## src/rtl/rowsched_pkg.sv

```systemverilog
package rowsched_pkg;

  // Strobes from the control unit into the two storage pools.
  typedef struct packed {
    logic rdPush;
    logic wrPush;
    logic rdPop;
    logic wrPop;
  } strobe_t;

endpackage

```

## src/rtl/rowsched_pool.sv

```systemverilog
module rowsched_pool #(
  parameter int DEPTH  = 8,
  parameter int BANK_W = 2,
  parameter int ROW_W  = 8,
  parameter int TAG_W  = 8,
  localparam int IDX_W = $clog2(DEPTH),
  localparam int CNT_W = $clog2(DEPTH + 1)
) (
  input  logic              clk,
  input  logic              rstN,
  input  logic              push,
  input  logic [BANK_W-1:0] pushBank,
  input  logic [ROW_W-1:0]  pushRow,
  input  logic [TAG_W-1:0]  pushTag,
  input  logic              pop,
  input  logic [BANK_W-1:0] qBank,
  input  logic [ROW_W-1:0]  qOpenRow,
  input  logic              lockVld,
  input  logic [ROW_W-1:0]  lockRow,
  output logic              anyInBank,
  output logic              pickHit,
  output logic [ROW_W-1:0]  pickRow,
  output logic [TAG_W-1:0]  pickTag,
  output logic              lastInGroup,
  output logic [CNT_W-1:0]  occupancy
);

  logic [DEPTH-1:0] entVld;
  logic [BANK_W-1:0] entBank [DEPTH];
  logic [ROW_W-1:0]  entRow  [DEPTH];
  logic [TAG_W-1:0]  entTag  [DEPTH];
  logic [IDX_W-1:0]  entRank [DEPTH];   // 0 = oldest valid entry

  logic              openHit;
  logic [ROW_W-1:0]  oldRow;
  logic [IDX_W-1:0]  oldRank;
  logic [IDX_W-1:0]  pickIdx;
  logic [IDX_W-1:0]  pickRank;
  logic [CNT_W-1:0]  groupCnt;
  logic [IDX_W-1:0]  freeIdx;
  logic [IDX_W-1:0]  newRank;

  // Stage 1: bank presence, open-row match and oldest row of the bank.
  always_comb begin
    anyInBank = 1'b0;
    openHit   = 1'b0;
    oldRow    = '0;
    oldRank   = '0;
    for (int i = 0; i < DEPTH; i++) begin
      if (entVld[i] && entBank[i] == qBank) begin
        if (entRow[i] == qOpenRow) openHit = 1'b1;
        if (!anyInBank || entRank[i] < oldRank) begin
          oldRow  = entRow[i];
          oldRank = entRank[i];
        end
        anyInBank = 1'b1;
      end
    end
    pickHit = lockVld || openHit;
    pickRow = lockVld ? lockRow : (openHit ? qOpenRow : oldRow);
  end

  // Stage 2: oldest entry of the chosen row group and group size.
  always_comb begin
    pickIdx  = '0;
    pickRank = '0;
    groupCnt = '0;
    for (int i = 0; i < DEPTH; i++) begin
      if (entVld[i] && entBank[i] == qBank && entRow[i] == pickRow) begin
        if (groupCnt == '0 || entRank[i] < pickRank) begin
          pickIdx  = IDX_W'(i);
          pickRank = entRank[i];
        end
        groupCnt = groupCnt + CNT_W'(1);
      end
    end
    lastInGroup = (groupCnt == CNT_W'(1));
    pickTag     = entTag[pickIdx];
  end

  always_comb begin
    freeIdx   = '0;
    occupancy = '0;
    for (int i = DEPTH - 1; i >= 0; i--) begin
      if (!entVld[i]) freeIdx = IDX_W'(i);
      else occupancy = occupancy + CNT_W'(1);
    end
    newRank = IDX_W'(occupancy - CNT_W'(pop));
  end

  always_ff @(posedge clk) begin
    if (!rstN) begin
      entVld <= '0;
    end else begin
      for (int i = 0; i < DEPTH; i++) begin
        if (pop && IDX_W'(i) == pickIdx) entVld[i] <= 1'b0;
        else if (pop && entVld[i] && entRank[i] > pickRank)
          entRank[i] <= entRank[i] - IDX_W'(1);
      end
      if (push) begin
        entVld[freeIdx]  <= 1'b1;
        entBank[freeIdx] <= pushBank;
        entRow[freeIdx]  <= pushRow;
        entTag[freeIdx]  <= pushTag;
        entRank[freeIdx] <= newRank;
      end
    end
  end

  // a locked row always still has queued members.
  a_r4_lock_nonempty: assert property (@(posedge clk) disable iff (!rstN)
    lockVld |-> groupCnt != '0);

  // the picked entry belongs to the asked bank.
  a_r1_pick_bank: assert property (@(posedge clk) disable iff (!rstN)
    anyInBank |-> (entVld[pickIdx] && entBank[pickIdx] == qBank));

endmodule

```

## src/rtl/rowsched_ctrl.sv

```systemverilog
module rowsched_ctrl
  import rowsched_pkg::*;
#(
  parameter int NUM_BANKS = 4,
  parameter int BANK_W    = 2,
  parameter int ROW_W     = 8,
  parameter int RD_DEPTH  = 8,
  parameter int WR_DEPTH  = 8,
  parameter int WR_HI     = 6,
  parameter int WR_LO     = 3,
  localparam int RD_CNT_W = $clog2(RD_DEPTH + 1),
  localparam int WR_CNT_W = $clog2(WR_DEPTH + 1)
) (
  input  logic                clk,
  input  logic                rstN,
  input  logic                enqValid,
  input  logic                enqWrite,
  output logic                enqReady,
  input  logic                schedValid,
  input  logic [BANK_W-1:0]   schedBank,
  input  logic                rdAny,
  input  logic                rdLast,
  input  logic [ROW_W-1:0]    rdRow,
  input  logic [RD_CNT_W-1:0] rdOcc,
  input  logic                wrAny,
  input  logic                wrLast,
  input  logic [ROW_W-1:0]    wrRow,
  input  logic [WR_CNT_W-1:0] wrOcc,
  output strobe_t             strb,
  output logic                activeWrite,
  output logic                modeWrite,
  output logic                rdLockVld,
  output logic [ROW_W-1:0]    rdLockRow,
  output logic                wrLockVld,
  output logic [ROW_W-1:0]    wrLockRow
);

  localparam logic [RD_CNT_W-1:0] RD_LIM = RD_CNT_W'(RD_DEPTH);
  localparam logic [WR_CNT_W-1:0] WR_LIM = WR_CNT_W'(WR_DEPTH);
  localparam logic [WR_CNT_W-1:0] HI_MARK = WR_CNT_W'(WR_HI);
  localparam logic [WR_CNT_W-1:0] LO_MARK = WR_CNT_W'(WR_LO);

  logic [RD_CNT_W-1:0] rdCnt;
  logic [WR_CNT_W-1:0] wrCnt;
  logic [NUM_BANKS-1:0] rdLockV, wrLockV;
  logic [ROW_W-1:0] rdLockR [NUM_BANKS];
  logic [ROW_W-1:0] wrLockR [NUM_BANKS];

  always_comb begin
    activeWrite = modeWrite;
    if (!modeWrite && wrCnt >= HI_MARK) activeWrite = 1'b1;
    else if (modeWrite && wrCnt < LO_MARK) activeWrite = 1'b0;
  end

  assign enqReady    = enqWrite ? (wrCnt < WR_LIM) : (rdCnt < RD_LIM);
  assign strb.rdPush = enqValid && !enqWrite && (rdCnt < RD_LIM);
  assign strb.wrPush = enqValid && enqWrite && (wrCnt < WR_LIM);
  assign strb.rdPop  = schedValid && !activeWrite && rdAny;
  assign strb.wrPop  = schedValid && activeWrite && wrAny;

  assign rdLockVld = rdLockV[schedBank];
  assign rdLockRow = rdLockR[schedBank];
  assign wrLockVld = wrLockV[schedBank];
  assign wrLockRow = wrLockR[schedBank];

  always_ff @(posedge clk) begin
    if (!rstN) begin
      rdCnt     <= '0;
      wrCnt     <= '0;
      modeWrite <= 1'b0;
      rdLockV   <= '0;
      wrLockV   <= '0;
    end else begin
      rdCnt <= rdCnt + RD_CNT_W'(strb.rdPush) - RD_CNT_W'(strb.rdPop);
      wrCnt <= wrCnt + WR_CNT_W'(strb.wrPush) - WR_CNT_W'(strb.wrPop);
      if (schedValid) modeWrite <= activeWrite;
      if (strb.rdPop) begin
        rdLockV[schedBank] <= !rdLast;
        rdLockR[schedBank] <= rdRow;
      end
      if (strb.wrPop) begin
        wrLockV[schedBank] <= !wrLast;
        wrLockR[schedBank] <= wrRow;
      end
    end
  end

  // the counters agree with the pools' own occupancy.
  a_r5_rd_count: assert property (@(posedge clk) disable iff (!rstN)
    rdCnt == rdOcc);
  a_r5_wr_count: assert property (@(posedge clk) disable iff (!rstN)
    wrCnt == wrOcc && wrOcc <= WR_LIM);

  // watermark hysteresis.
  a_r6_enter_write: assert property (@(posedge clk) disable iff (!rstN)
    (schedValid && !modeWrite && wrCnt >= HI_MARK) |=> modeWrite);
  a_r6_leave_write: assert property (@(posedge clk) disable iff (!rstN)
    (schedValid && modeWrite && wrCnt < LO_MARK) |=> !modeWrite);
  a_r6_hold_idle: assert property (@(posedge clk) disable iff (!rstN)
    !schedValid |=> $stable(modeWrite));

  // simultaneous push and pop keep the pool occupancy.
  a_r9_rd_balance: assert property (@(posedge clk) disable iff (!rstN)
    (strb.rdPush && strb.rdPop) |=> rdOcc == $past(rdOcc));

endmodule

```

## src/rtl/rowsched_top.sv

```systemverilog
module rowsched_top
  import rowsched_pkg::*;
#(
  parameter int NUM_BANKS = 4,
  parameter int ROW_W     = 8,
  parameter int TAG_W     = 8,
  parameter int RD_DEPTH  = 8,
  parameter int WR_DEPTH  = 8,
  parameter int WR_HI     = 6,
  parameter int WR_LO     = 3,
  localparam int BANK_W   = (NUM_BANKS > 1) ? $clog2(NUM_BANKS) : 1
) (
  input  logic              clk,
  input  logic              rstN,
  input  logic              enqValid,
  input  logic              enqWrite,
  input  logic [BANK_W-1:0] enqBank,
  input  logic [ROW_W-1:0]  enqRow,
  input  logic [TAG_W-1:0]  enqTag,
  output logic              enqReady,
  input  logic              schedValid,
  input  logic [BANK_W-1:0] schedBank,
  input  logic [ROW_W-1:0]  schedOpenRow,
  output logic              grantValid,
  output logic              grantWrite,
  output logic [ROW_W-1:0]  grantRow,
  output logic [TAG_W-1:0]  grantTag,
  output logic              grantRowHit,
  output logic              writeMode
);

  localparam int RD_CNT_W = $clog2(RD_DEPTH + 1);
  localparam int WR_CNT_W = $clog2(WR_DEPTH + 1);

  strobe_t strb;
  logic activeWrite;
  logic rdAny, rdLast, rdHit, wrAny, wrLast, wrHit;
  logic [ROW_W-1:0] rdRow, wrRow, rdLockRow, wrLockRow;
  logic [TAG_W-1:0] rdTag, wrTag;
  logic rdLockVld, wrLockVld;
  logic [RD_CNT_W-1:0] rdOcc;
  logic [WR_CNT_W-1:0] wrOcc;

  rowsched_ctrl #(
    .NUM_BANKS(NUM_BANKS), .BANK_W(BANK_W), .ROW_W(ROW_W),
    .RD_DEPTH(RD_DEPTH), .WR_DEPTH(WR_DEPTH), .WR_HI(WR_HI), .WR_LO(WR_LO)
  ) uCtrl (
    .clk(clk), .rstN(rstN), .enqValid(enqValid), .enqWrite(enqWrite),
    .enqReady(enqReady), .schedValid(schedValid), .schedBank(schedBank),
    .rdAny(rdAny), .rdLast(rdLast), .rdRow(rdRow), .rdOcc(rdOcc),
    .wrAny(wrAny), .wrLast(wrLast), .wrRow(wrRow), .wrOcc(wrOcc),
    .strb(strb), .activeWrite(activeWrite), .modeWrite(writeMode),
    .rdLockVld(rdLockVld), .rdLockRow(rdLockRow),
    .wrLockVld(wrLockVld), .wrLockRow(wrLockRow)
  );

  rowsched_pool #(
    .DEPTH(RD_DEPTH), .BANK_W(BANK_W), .ROW_W(ROW_W), .TAG_W(TAG_W)
  ) uRdPool (
    .clk(clk), .rstN(rstN), .push(strb.rdPush), .pushBank(enqBank),
    .pushRow(enqRow), .pushTag(enqTag), .pop(strb.rdPop), .qBank(schedBank),
    .qOpenRow(schedOpenRow), .lockVld(rdLockVld), .lockRow(rdLockRow),
    .anyInBank(rdAny), .pickHit(rdHit), .pickRow(rdRow), .pickTag(rdTag),
    .lastInGroup(rdLast), .occupancy(rdOcc)
  );

  rowsched_pool #(
    .DEPTH(WR_DEPTH), .BANK_W(BANK_W), .ROW_W(ROW_W), .TAG_W(TAG_W)
  ) uWrPool (
    .clk(clk), .rstN(rstN), .push(strb.wrPush), .pushBank(enqBank),
    .pushRow(enqRow), .pushTag(enqTag), .pop(strb.wrPop), .qBank(schedBank),
    .qOpenRow(schedOpenRow), .lockVld(wrLockVld), .lockRow(wrLockRow),
    .anyInBank(wrAny), .pickHit(wrHit), .pickRow(wrRow), .pickTag(wrTag),
    .lastInGroup(wrLast), .occupancy(wrOcc)
  );

  assign grantValid  = strb.rdPop || strb.wrPop;
  assign grantWrite  = activeWrite;
  assign grantRow    = activeWrite ? wrRow : rdRow;
  assign grantTag    = activeWrite ? wrTag : rdTag;
  assign grantRowHit = activeWrite ? wrHit : rdHit;

  // no grant without a schedule request.
  a_r8_no_spurious: assert property (@(posedge clk) disable iff (!rstN)
    !schedValid |-> !grantValid);

  // a grant never comes from the inactive set.
  a_r7_set_select: assert property (@(posedge clk) disable iff (!rstN)
    grantValid |-> (grantWrite ? wrAny : rdAny));

endmodule

```

## config.mk

```make
export PLATFORM = sky130hd
export DESIGN_NAME = rowsched_top
export DESIGN_NICKNAME = d
export VERILOG_FILES = /design/src/rtl/rowsched_pkg.sv /design/src/rtl/rowsched_pool.sv /design/src/rtl/rowsched_ctrl.sv /design/src/rtl/rowsched_top.sv
export SDC_FILE = /design/constraint.sdc
export NUM_CORES = 1
export LEC_CHECK = 0
export BUFFER_PORTS_ARGS = -buffer_cell sky130_fd_sc_hd__buf_4
export CAP_MARGIN = 5
export CORE_MARGIN = 2
export CORE_UTILIZATION = 51
export CTS_CLUSTER_SIZE = 10
export DETAILED_ROUTE_END_ITERATION = 10
export HOLD_SLACK_MARGIN = 0.05
export PLACE_DENSITY = 0.79
export SLEW_MARGIN = 10
export SYNTH_ARGS = -nofsm -noshare
export SYNTH_HDL_FRONTEND = slang
export SYNTH_SLANG_ARGS = --single-unit
```

## constraint.sdc

```tcl
create_clock -name clk -period 39.3 [get_ports clk]
set_clock_uncertainty 0.15 [all_clocks]
set_input_delay 7.86 -clock clk [delete_from_list [all_inputs] [get_ports clk]]
set_output_delay 7.86 -clock clk [all_outputs]
set_load 0.005 [all_outputs]
```

==> results.md <==
- Post-synth top flop: edfxtp_1
- Cell count after synthesis: 2842
- Post-synth EDFFs: 400
- Vias in the first global route: 23700
- Final Wtd Congestion: 0.996
- Maximum VDD drop: about 0.034 mV
- Setup tns final: 0 ps
- Pin count of the biggest net entering global routing: 46
- PortBufs: 53
- Synth area leaders: edfxtp_1 (41%), xnor2_1 (6.4%), ha_1 (4.8%), xor2_1 (3.5%), mux2i_1 (3.2%)
- Die X: 244 um
- Initial Util: 0.514
- Post-synthesis compound-gate area fraction: 0.162
- Cell taking the most area after synthesis: edfxtp_1
- Synth top area share: 0.408
- Num CTS Buffers: 51
- CTS tree: done
- Yosys warns: 0
- Htree depth: 2
- Hold_buf cts: 0
- Initial DRC Count: 2724
- Distinct cells, synth: between 100 and 150
- Slowest-stage cell, CP: a21oi_1
- Antenna violations before repair: 2
- Syn_nets: about 3000
- Area Growth Syn to Fin: 9.12%
- Die height: 244 um
- Largest family of logic cells by synthesized area: compound AO/OA/AOI/OAI gates
- FMAX: 0.0267 GHz
- First drt pass iteration count: 6
- TritonCTS Sinks: around 430
- DPL Wire Length: 70.7 mm
- Layout net count: 3010
- Class of the most critical setup path: in -> out
- Final Hold Viols: 0
- Crit-path max FO: 17
- Slew margin rel.: 0.189
- Synth Register Bits: 433
- Clock root buffer: clkbuf_16
- Gr ovfl total: 0
- Post-layout util: 0.560
- Post_cts resized: 0
- Global-route usage over all layers: 0.321
- Simple-gate share of the synthesized area: 0.136
- Pins Over Slew Limit: 0
- Sequential-to-total area share from yosys stat: 0.430
- Die ar.: approximately 60000 um^2
- RSZ-0062 raised after global routing: no
- Outcome: finished, final reports clean
- Adder-cell area share of the yosys netlist: 0.0610
- Min-Delay Path Class: reg -> reg
- Layout cells sized above 1: 0.114
- Clock latency on the worst-skew pair: between 600 and 700 ps
- Clk slew on worst S/H paths: 60 ps
- Power per Cell Area: approximately 34 nW/um^2
- Avg Vias per Cell: ~6.6
- Core Area: 57400 um^2
- Min cycle time layout: ~37000 ps
- Drt drc: 0
- Final worst path period share: 0.952
- Post-Synth XOR/XNOR Area: 0.0996
- # setup viols final: 0
- Routed WL: 97.9 mm
- Nature of the critical path endpoint: output pin
- I/O pin cnt: 54
- Max clock buf depth: 3
- Post-synth ARST share: 0
- Leak Pwr: 11.5 nW
- Largest stage delay, worst path: 820 ps
- Max-cap violations: 0
- Postcts setup bufs: 0
- Critical Path AT: 29410 ps
- Worst-Margin Slew: 1210 ps
- Post-synthesis mux area share: 0.0714
- Avg Inst Size Synth: 10.4 um^2
- Synthesized area: 29500 um^2
- Via count: 24300
- Rows: 88
- Routed len/inst: 26.8 um
- Startpoint Class: input port
- WP data required: 31290 ps
- Antenna Violating Nets Remaining: 0
- First-pass GRT wire length: 146 mm
==> synth_stat cells (28+ instances only) <==
cell type / n
a211oi_1: 39
a21o_1: 29
a21oi_1: 137
and2_1: 28
clkbuf_1: 80
dfxtp_1: 33
edfxtp_1: 400
ha_1: 113
inv_1: 152
maj3_1: 31
mux2_2: 43
mux2i_1: 95
nand2_1: 230
nand2b_1: 28
nand3_1: 73
nand4_1: 54
nor2_1: 185
nor3_1: 57
nor4_1: 32
o21ai_0: 110
xnor2_1: 215
xor2_1: 118
==> power by group <==
part,internal (mW),switching (mW)
registers,0.510,0.00723
logic,0.0476,0.0851
clock network,0.250,0.189
==> kinds of logic after synthesis <==
group,count (synthesis)
mux,170
xor+xnor,334
simple gates,810
fa+ha+maj,149
flops,433
compound gates,659
buf+inv,287
==> through the flow <==
step           instance area [um^2]  std cells  power, mW  hold WS, ps  setup slack, ps
2_1_floorplan                 29500       2842      0.601          340             6510
3_3_place_gp                  30600       3574      0.652          350             2810
3_5_place_dp                  30600       3574      0.655          366             2330
4_1_cts                       32100       3657       1.09          376             2170
5_1_grt                       32100       3658       1.12          393              438
6_report                      32100       3658       1.09          374             1880
==> cell type report <==
| class | instances | area (um^2) |
|---|---|---|
| fillers | 4785 | 25200 |
| multi-input cells | 2122 | 15700 |
| flip-flops and latches | 433 | 12700 |
| clock buffers | 75 | 1390 |
| well taps | 765 | 957 |
| repair buffers | 101 | 758 |
| inverters | 153 | 574 |
| clock inverters | 8 | 100 |
| diodes | 1 | 2.50 |
==> per-layer routing <==
layer | wire, um | GRT usage | vias to the layer above
met5 | 0 | 0 | -
met4 | 5320 | 0.164 | 0
met3 | 8440 | 0.0449 | 310
met2 | 45700 | 0.528 | 1445
met1 | 38400 | 0.415 | 11800
li1 | - | - | 10700
==> placed cells by master, fill, tap and decap left out, types with 29 or more instances in the layout <==
cell and n:
maj3_1 31, nand3_1 73, inv_1 152, o21ai_0 110, ha_1 113, a21oi_1 137, clkbuf_16 52, mux2i_1 94
mux2_2 43, nor3_1 53, buf_4 101, dfxtp_1 33, nand2_1 230, xor2_1 118, edfxtp_1 400, a211oi_1 39
nand4_1 54, xnor2_1 215, a21o_1 29, nor2_1 180
==> path summary, 6_finish.rpt <==
check	startpoint	to	slack (ps)	cells after the start
hold reg to reg	uCtrl.rdLockV[0]	uCtrl.rdLockV[0]	370	2
hold / removal	uCtrl.rdLockV[0]	uCtrl.rdLockV[0]	370	2
setup / recovery	schedBank[1]	grantTag[4]	1880	72
setup reg to reg	uWrPool.entBank[0][1]	uWrPool.entRank[1][1]	16240	74
==> state kept, by name (all words and copies together), names as in the netlist, 16 cells and up <==
name	flops
uWrPool.entRow	64
uCtrl.wrLockR	32
uRdPool.entBank	16
uWrPool.entTag	64
uRdPool.entTag	64
uRdPool.entRank	24
uWrPool.entBank	16
uRdPool.entRow	64
uWrPool.entRank	24
uCtrl.rdLockR	32
==> critical path: cells and delay by family <==
family          cells  cell delay, ps
fa+ha+maj           6            1740
buf+inv             4             520
simple gates       22            6670
compound gates     35           10620
xor+xnor            1             490
mux                 4            1510
Note: power is estimated with default switching activity, not from simulation.
